**src/rtl/vsb_pkg.sv**
```systemverilog
package vsb_pkg;
    // Producer class recorded per register
    typedef enum logic [1:0] {
        CLS_NONE = 2'd0,
        CLS_ALU  = 2'd1,
        CLS_MAC  = 2'd2
    } prod_cls_e;
endpackage

```
**src/rtl/vsb_entry.sv**
```systemverilog
module vsb_entry
    import vsb_pkg::*;
#(
    parameter int CW = 3
) (
    input  logic          clk,
    input  logic          rst_n,
    input  logic          load,
    input  logic [CW-1:0] load_val,
    input  prod_cls_e     load_cls,
    output logic [CW-1:0] rem,
    output prod_cls_e     cls
);
    typedef struct packed {
        logic [CW-1:0] rem;
        prod_cls_e     cls;
    } ent_t;

    ent_t st_d, st_q;

    always_comb begin
        st_d = st_q;
        if (load) begin
            st_d.rem = load_val;
            st_d.cls = load_cls;
        end else if (st_q.rem != '0) begin
            st_d.rem = st_q.rem - 1'b1;
        end
    end

    always_ff @(posedge clk) begin
        if (!rst_n) st_q <= '0;
        else        st_q <= st_d;
    end

    assign rem = st_q.rem;
    assign cls = st_q.cls;

    // an issue replaces the entry with the new writer's state
    assert_load_value_R11: assert property (@(posedge clk) disable iff (!rst_n)
        load |=> (rem == $past(load_val)) && (cls == $past(load_cls)));

    // countdown drops by one per cycle when not reloaded
    assert_count_down_R10: assert property (@(posedge clk) disable iff (!rst_n)
        (!load && rem != '0) |=> rem == $past(rem) - 1'b1);

    // countdown stays at zero when not reloaded
    assert_hold_zero_R10: assert property (@(posedge clk) disable iff (!rst_n)
        (!load && rem == '0) |=> rem == '0);
endmodule

```
**src/rtl/vsb_operand_check.sv**
```systemverilog
module vsb_operand_check
    import vsb_pkg::*;
#(
    parameter int CW       = 3,
    parameter int THR_SAME = 2,
    parameter int THR_XREG = 1,
    parameter int THR_ACC  = 4
) (
    input  logic          en,
    input  logic          is_acc,
    input  logic          cons_mac,
    input  prod_cls_e     prod_cls,
    input  logic [CW-1:0] prod_rem,
    output logic          ready
);
    logic [CW:0] thr;

    always_comb begin
        if (prod_cls == CLS_MAC && cons_mac && is_acc)
            thr = (CW+1)'(THR_ACC);        // late accumulator forward
        else if (prod_cls == CLS_MAC && !cons_mac)
            thr = (CW+1)'(THR_XREG);       // leaving the multiply unit into the ALU region
        else
            thr = (CW+1)'(THR_SAME);
        ready = !en || ({1'b0, prod_rem} <= thr);
    end
endmodule

```
**src/rtl/vsb_scoreboard.sv**
```systemverilog
module vsb_scoreboard
    import vsb_pkg::*;
#(
    parameter int NREG    = 8,
    parameter int LAT_ALU = 2,
    parameter int LAT_MAC = 3,
    parameter int LAT_ACC = 1,
    parameter int XPEN    = 1
) (
    input  logic                    clk,
    input  logic                    rst_n,
    input  logic                    inst_valid,
    input  logic                    inst_mac,
    input  logic [$clog2(NREG)-1:0] inst_dst,
    input  logic [$clog2(NREG)-1:0] inst_src_a,
    input  logic [$clog2(NREG)-1:0] inst_src_b,
    input  logic [$clog2(NREG)-1:0] inst_src_acc,
    input  logic [2:0]              inst_src_en,
    output logic                    issue_ok
);
    localparam int IW      = $clog2(NREG);
    localparam int MAXLAT  = ((LAT_ALU > LAT_MAC) ? LAT_ALU : LAT_MAC) + XPEN;
    localparam int CW      = $clog2(MAXLAT + 1);
    // A countdown loaded with L+XPEN reaches value r after (L+XPEN+1-r) cycles.
    localparam int THR_SAME = XPEN + 1;
    localparam int THR_XREG = 1;
    localparam int THR_ACC  = LAT_MAC + XPEN + 1 - LAT_ACC;
    localparam logic [CW-1:0] LOAD_ALU = CW'(LAT_ALU + XPEN);
    localparam logic [CW-1:0] LOAD_MAC = CW'(LAT_MAC + XPEN);

    logic [CW-1:0] rem_all [NREG];
    prod_cls_e     cls_all [NREG];
    logic [IW-1:0] src_idx [3];
    logic [2:0]    src_rdy;
    logic [CW-1:0] load_val;
    prod_cls_e     load_cls;

    always_comb begin
        src_idx[0] = inst_src_a;
        src_idx[1] = inst_src_b;
        src_idx[2] = inst_src_acc;
        load_val   = inst_mac ? LOAD_MAC : LOAD_ALU;
        load_cls   = inst_mac ? CLS_MAC : CLS_ALU;
    end

    for (genvar g = 0; g < NREG; g++) begin : g_ent
        vsb_entry #(.CW(CW)) u_ent (
            .clk      (clk),
            .rst_n    (rst_n),
            .load     (issue_ok && (inst_dst == IW'(g))),
            .load_val (load_val),
            .load_cls (load_cls),
            .rem      (rem_all[g]),
            .cls      (cls_all[g])
        );
    end

    for (genvar s = 0; s < 3; s++) begin : g_src
        vsb_operand_check #(
            .CW(CW), .THR_SAME(THR_SAME), .THR_XREG(THR_XREG), .THR_ACC(THR_ACC)
        ) u_chk (
            .en       (inst_src_en[s]),
            .is_acc   (s == 2),
            .cons_mac (inst_mac),
            .prod_cls (cls_all[src_idx[s]]),
            .prod_rem (rem_all[src_idx[s]]),
            .ready    (src_rdy[s])
        );
    end

    assign issue_ok = inst_valid && (&src_rdy);

    // no grant without a valid instruction
    assert_valid_gate_R2: assert property (@(posedge clk) disable iff (!rst_n)
        issue_ok |-> inst_valid);

    // an ALU consumer of a multiply result in slot a issues only at the last countdown step
    assert_xreg_wait_R6: assert property (@(posedge clk) disable iff (!rst_n)
        (issue_ok && inst_src_en[0] && !inst_mac && cls_all[inst_src_a] == CLS_MAC)
            |-> rem_all[inst_src_a] <= CW'(1));

    // a dot product never waits on a dot-product accumulator that is one cycle old
    assert_acc_chain_R5: assert property (@(posedge clk) disable iff (!rst_n)
        (inst_valid && inst_mac && inst_src_en == 3'b100 && cls_all[inst_src_acc] == CLS_MAC)
            |-> issue_ok);
endmodule

```
**config.mk**
```make
export PLATFORM = sky130hd
export DESIGN_NAME = vsb_scoreboard
export DESIGN_NICKNAME = d
export VERILOG_FILES = /design/src/rtl/vsb_pkg.sv /design/src/rtl/vsb_entry.sv /design/src/rtl/vsb_operand_check.sv /design/src/rtl/vsb_scoreboard.sv
export SDC_FILE = /design/constraint.sdc
export NUM_CORES = 1
export LEC_CHECK = 0
export CAP_MARGIN = 20
export CORE_MARGIN = 2
export CORE_UTILIZATION = 27
export DETAILED_ROUTE_END_ITERATION = 8
export DONT_BUFFER_PORTS = 1
export SLEW_MARGIN = 20
export SYNTH_ARGS = -nofsm -noshare
export SYNTH_HDL_FRONTEND = slang
export SYNTH_SLANG_ARGS = --single-unit
```
**constraint.sdc**
```tcl
create_clock -name clk -period 7 [get_ports clk]
set_clock_uncertainty 0.2 [all_clocks]
set_input_delay 1.75 -clock clk [delete_from_list [all_inputs] [get_ports clk]]
set_output_delay 1.75 -clock clk [all_outputs]
set_load 0.05 [all_outputs]
```
# After elaboration in Yosys (flattened, before gate mapping)
# Cells that the tools add are included.
# word_totals
regBits	40
latchBits	0
ramBits	0
romBits	0
inputBits	19
output_inout_bits	1
memories	0
# classes
n_addsub	8
n_mul	0
n_div	0
n_lt_le_gt_ge	6
n_eq_ne	10
shifts	0
n_mux	40
bitwise	3
n_reduce_logical	38
# op_table
op	count
2-to-1 mux 3 bit	23
binary-select mux 3 bit (select 3 bit)	3
nonzero test 3 bit	8
subtractor 3 x 1 -> 3 bit (second input constant)	8
2-to-1 mux 2 bit	10
binary-select mux 2 bit (select 3 bit)	3
nonzero test 2 bit	8
logical AND 1 bit	13
equality test 3 bit (second input constant)	4
greater-or-equal comparator 4 bit (second input constant)	3
inverter 3 -> 4 bit	3
equality test 2 bit (second input constant)	3
equality test 3 x 2 -> 1 bit (second input constant)	2
<= comparator 3 x 2 -> 1 bit	2
<= comparator 3 x 4 -> 1 bit	1
zero test 1 bit	4
2-to-1 mux 4 bit	1
equality test 3 x 1 -> 1 bit (second input constant)	1
zero test 3 bit	1
logical OR 1 bit	3
AND reduction 3 bit	1

# Logic depth before layout (Yosys ltp)
# logic_depth
word_depth	14
ltp_mapped	11
ltp_nobuf	10

# Hierarchy
# Synthesis repeated with hierarchy kept, for this count alone.
# hier_totals
cells_unflattened	328
hier_area_um2	3691.0
# by_module_without_submodules
module	instances	cells_each	area_each_um2	seq_area_each_um2
vsb_entry	8	28	289.0	100.1
vsb_scoreboard	1	68	1086.0	0.0
vsb_operand_check	3	12	97.6	0.0

# Least setup slack after synthesis
# No wires, ideal clock.
# synth_timing
path_kind	in2out
startpoint	in inst_src_acc[1]
endpoint	out issue_ok
arrival_time_ns	4.550
required_ns	5.050
path_slack_ns	0.500
stages	7
path_cell_list	clkbuf_1 > mux4_2 > mux2_2 > ha_1 > nor2b_1 > o31ai_2 > and4b_1
# synth_between
elab_chain_cells	12
word_cells_on_any_way	16
# synth_lines
item	line	rtl
from (decl)	vsb_scoreboard.sv:17	input logic [$clog2(NREG)-1:0] inst_src_acc,
inverter 3 -> 4 bit (not written as such) *	vsb_scoreboard.sv:65, vsb_scoreboard.sv:66	
binary-select mux 2 bit (select 3 bit)	vsb_scoreboard.sv:65	.prod_cls (cls_all[src_idx[s]]),
2-to-1 mux 2 bit (not written as such) (2 in a row)	vsb_scoreboard.sv:65	
equality test 2 bit	vsb_operand_check.sv:19, vsb_operand_check.sv:21	
logical AND 1 bit	vsb_operand_check.sv:21	else if (prod_cls == CLS_MAC && !cons_mac)
2-to-1 mux 2 bit	vsb_operand_check.sv:21	
2-to-1 mux 4 bit	vsb_operand_check.sv:19	if (prod_cls == CLS_MAC && cons_mac && is_acc)
<= comparator 3 x 4 -> 1 bit *	vsb_operand_check.sv:25	ready = !en || ({1'b0, prod_rem} <= thr);
logical OR 1 bit *	vsb_operand_check.sv:25	
AND reduction 3 bit *	vsb_scoreboard.sv:71	assign issue_ok = inst_valid && (&src_rdy);
logical AND 1 bit *	vsb_scoreboard.sv:71	
to (decl)	vsb_scoreboard.sv:19	output logic issue_ok
# Mark *: on every way between the ends. The rest lies on a longest branch, timed or not. The select of a mux whose other input is x is not followed.

# Worst setup path after layout
# layout_timing
startpoint	in inst_src_b[0]
endpoint	out issue_ok
# layout_between
elab_chain_cells	11
word_cells_on_any_way	14
# layout_lines
item	line	rtl
from (decl)	vsb_scoreboard.sv:16	input logic [$clog2(NREG)-1:0] inst_src_b,
inverter 3 -> 4 bit (not written as such) *	vsb_scoreboard.sv:65, vsb_scoreboard.sv:66	
binary-select mux 2 bit (select 3 bit)	vsb_scoreboard.sv:65	
2-to-1 mux 2 bit (not written as such) (2 in a row)	vsb_scoreboard.sv:65	
equality test 2 bit	vsb_operand_check.sv:21	
logical AND 1 bit	vsb_operand_check.sv:21	
2-to-1 mux 2 bit	vsb_operand_check.sv:21	
<= comparator 3 x 2 -> 1 bit *	vsb_operand_check.sv:25	
logical OR 1 bit *	vsb_operand_check.sv:25	
AND reduction 3 bit *	vsb_scoreboard.sv:71	
logical AND 1 bit *	vsb_scoreboard.sv:71	
# Marked as above.

==> impl_metrics.json <==
{
  "drt-total-wl_um": 7110,
  "viasPerCell": 5.08,
  "rsz0062_at_grt": "false",
  "p_leak_nw": 1.58,
  "muxShareOfSynthArea": 0.358,
  "fp.dieW_um": 113,
  "cts-root-buf": "clkbuf_16",
  "p_seq_frac": 0.324,
  "cts.hold.buffers_added": 0,
  "cts_tree": "built",
  "yosysTopAreaCell": "dfxtp_1",
  "clk_pin_slew_ns": 0.06,
  "grt_overflow_total": 0,
  "dp_cells": 446,
  "route.antenna.remaining_nets": 0,
  "synthArstFlopShare": 0,
  "pwr-share-comb": 0.442,
  "dr.pass1.iters": 4,
  "synth_top_family_by_area": "multiplexers",
  "yosys.area_share.simple": 0.206,
  "cp-end-kind": "output pin",
  "power.total_mw": 1.18,
  "yosys_warnings": 0,
  "dpl.hpwl_um": 5420,
  "clk_latency_ns": 0.28,
  "path_class": "in2out",
  "stdcell_count": 454,
  "cp_max_fo": 10,
  "period_minus_slack_ns": 6.24,
  "vias": 2306,
  "post-synth-top-count-cell": "nand2_1",
  "top_level_ports": 20,
  "worst_pin_slew_ns": 0.971,
  "setup_viol": 0,
  "synth_edf_count": 0,
  "synth_xor_area_frac": 0.0220,
  "synth_common_cells": "nand2_1 (54), mux2i_1 (53), dfxtp_1 (40), ha_1 (23), nor2b_1 (21)",
  "switchingPower_uw": 424,
  "hp-class": "reg2reg",
  "syn-num-nets": 360,
  "setup_tns_ns": 0,
  "period_share": 0.892,
  "maxCapViolCount": 0,
  "fin_ws_ns": 0.757,
  "avgSynthCellArea_um2": 10.0,
  "synth_seq_cells": 40,
  "die-height_um": 113,
  "clock-sinks": 40,
  "synth_cell_types": 33,
  "diodes": 0,
  "finalHoldViolations": 0,
  "ctsLongestPathBuffers": 2,
  "grt_pass1_vias": 2260,
  "rows": 39,
  "status": "complete, no violations",
  "start_util": 0.278,
  "final_util": 0.304,
  "ys_seq_area_frac": 0.251,
  "synth_compound_gate_area_share": 0.0299,
  "cp-start-kind": "input port",
  "worst_ep_arrival_time_ns": 4.29,
  "h-tree-depth": 2,
  "vdd_drop_max_uv": 125,
  "dp_slack_ns": 0.774,
  "wl_per_cell_um": 15.7,
  "max_freq_ghz": 0.160,
  "crit_required_ns": 5.05,
  "die_area_um2": 12700,
  "final_nets": 352,
  "grt_start_max_net_pins": 43,
  "cts-resized-gates": 0,
  "p_sw_frac": 0.359,
  "slew_headroom": 0.353,
  "n_fill_cell": 1143,
  "synthTopCellsByArea": "dfxtp_1 (25%), mux2i_1 (17%), mux4_2 (9.9%)",
  "syn_area_um2": 3180,
  "detail_route.iter0.violations": 211,
  "area_delta_synth_final_pct": 9.59,
  "grt_pass1_wl_um": 11500,
  "grt_usage": 0.114,
  "drive_above_1_share": 0.161,
  "drc": 0,
  "synth_flop_cell": "dfxtp_1",
  "antenna_found_initial": 0,
  "cts_buffers": 5,
  "core_um2": 11500,
  "io_buffers": 0,
  "clock_power_share": 0.234,
  "post_cts_buffers": 0,
  "p_per_area_nw_per_um2": 338,
  "synth_top_cell_area_share": 0.251,
  "p_int_uw": 756,
  "place_congestion": 0.883,
  "synthCells": 318,
  "slew_violations": 0,
  "synth-adder-area-share": 0.0904
}
## registers in the layout, summed over array words and instances, names as in the netlist
register	count
g_ent.u_ent.cls	16
g_ent.u_ent.rem	24
## cells in the final DEF (no fill, tap or decap), drive strengths merged
cell type   n
nand2      54
mux2i      53
dfxtp      40
ha         23
nor2b      21
mux4       20
inv        16
mux2       12
o21ai      11
nor2        9
nand4       8
xnor2       8
clkbuf      7
nor3b       4
nor4b       4
nor3        3
nand3b      2
o211ai      2
buf         2
nor4        2
nor4bb      2
a31oi       1
o31ai       1
or3b        1
o22ai       1
and4b       1
nand2b      1
and4bb      1
bufinv      1
## metrics by stage
step / hold WS, ns / instance area (µm²)
2_1_floorplan: 0.234 / 3180
3_3_place_gp: 0.242 / 3310
3_5_place_dp: 0.250 / 3310
4_1_cts: 0.258 / 3490
5_1_grt: 0.279 / 3490
6_report: 0.255 / 3490
## power groups by stage
stage	Combinational [mW]	Sequential, mW	Clock [mW]
after floorplan	0.454	0.348	0
after CTS	0.524	0.380	0.282
after detailed placement	0.516	0.386	0
final	0.522	0.382	0.276
after global routing	0.588	0.392	0.291
after global placement	0.499	0.383	0
## logic make-up after synthesis
logic type,after synthesis
xor+xnor,8
mux,85
simple gates,113
fa+ha+maj,23
buf+inv,33
flops,40
compound gates,16
## worst max-delay path, cell delays in order
cell and delay, ns:
mux4_1 0.52, mux2_2 0.29, ha_1 0.29, nor2b_1 0.13, o211ai_1 0.20, nor4bb_2 0.28, buf_4 0.24, and4b_1 0.60
## metal layers
layer / up-vias / global-route usage / wire (µm)
met4: 0 / 0.0341 / 107
met3: 8 / 0.0367 / 616
met1: 1109 / 0.152 / 3250
met5: - / 0 / 0
met2: 61 / 0.177 / 3140
li1: 1128 / - / -
## path summary, 6_finish.rpt
path | from | to | slack, ns | cells past startpoint
max | inst_src_b[0] | issue_ok | 0.76 | 8
min | g_ent[1].u_ent.cls[1]$_SDFFE_PN0P_ | g_ent[1].u_ent.cls[1]$_SDFFE_PN0P_ | 0.25 | 2
max reg2reg | g_ent[5].u_ent.cls[1]$_SDFFE_PN0P_ | g_ent[0].u_ent.rem[1]$_SDFFE_PN0P_ | 3.83 | 11
min reg2reg | g_ent[1].u_ent.cls[1]$_SDFFE_PN0P_ | g_ent[1].u_ent.cls[1]$_SDFFE_PN0P_ | 0.25 | 2
## area by class of cell
class                      instances  area [µm²]  area share
clock buffer                       7         153      0.0437
clock inverter                     1        30.0     0.00861
inverter                          16        60.1      0.0172
multi-input combinational        245        2250       0.645
sequential                        40         801       0.229
tap                              143         179      0.0513
timing repair buffer               2        15.0     0.00430
Power figures use the tool's default switching activity.
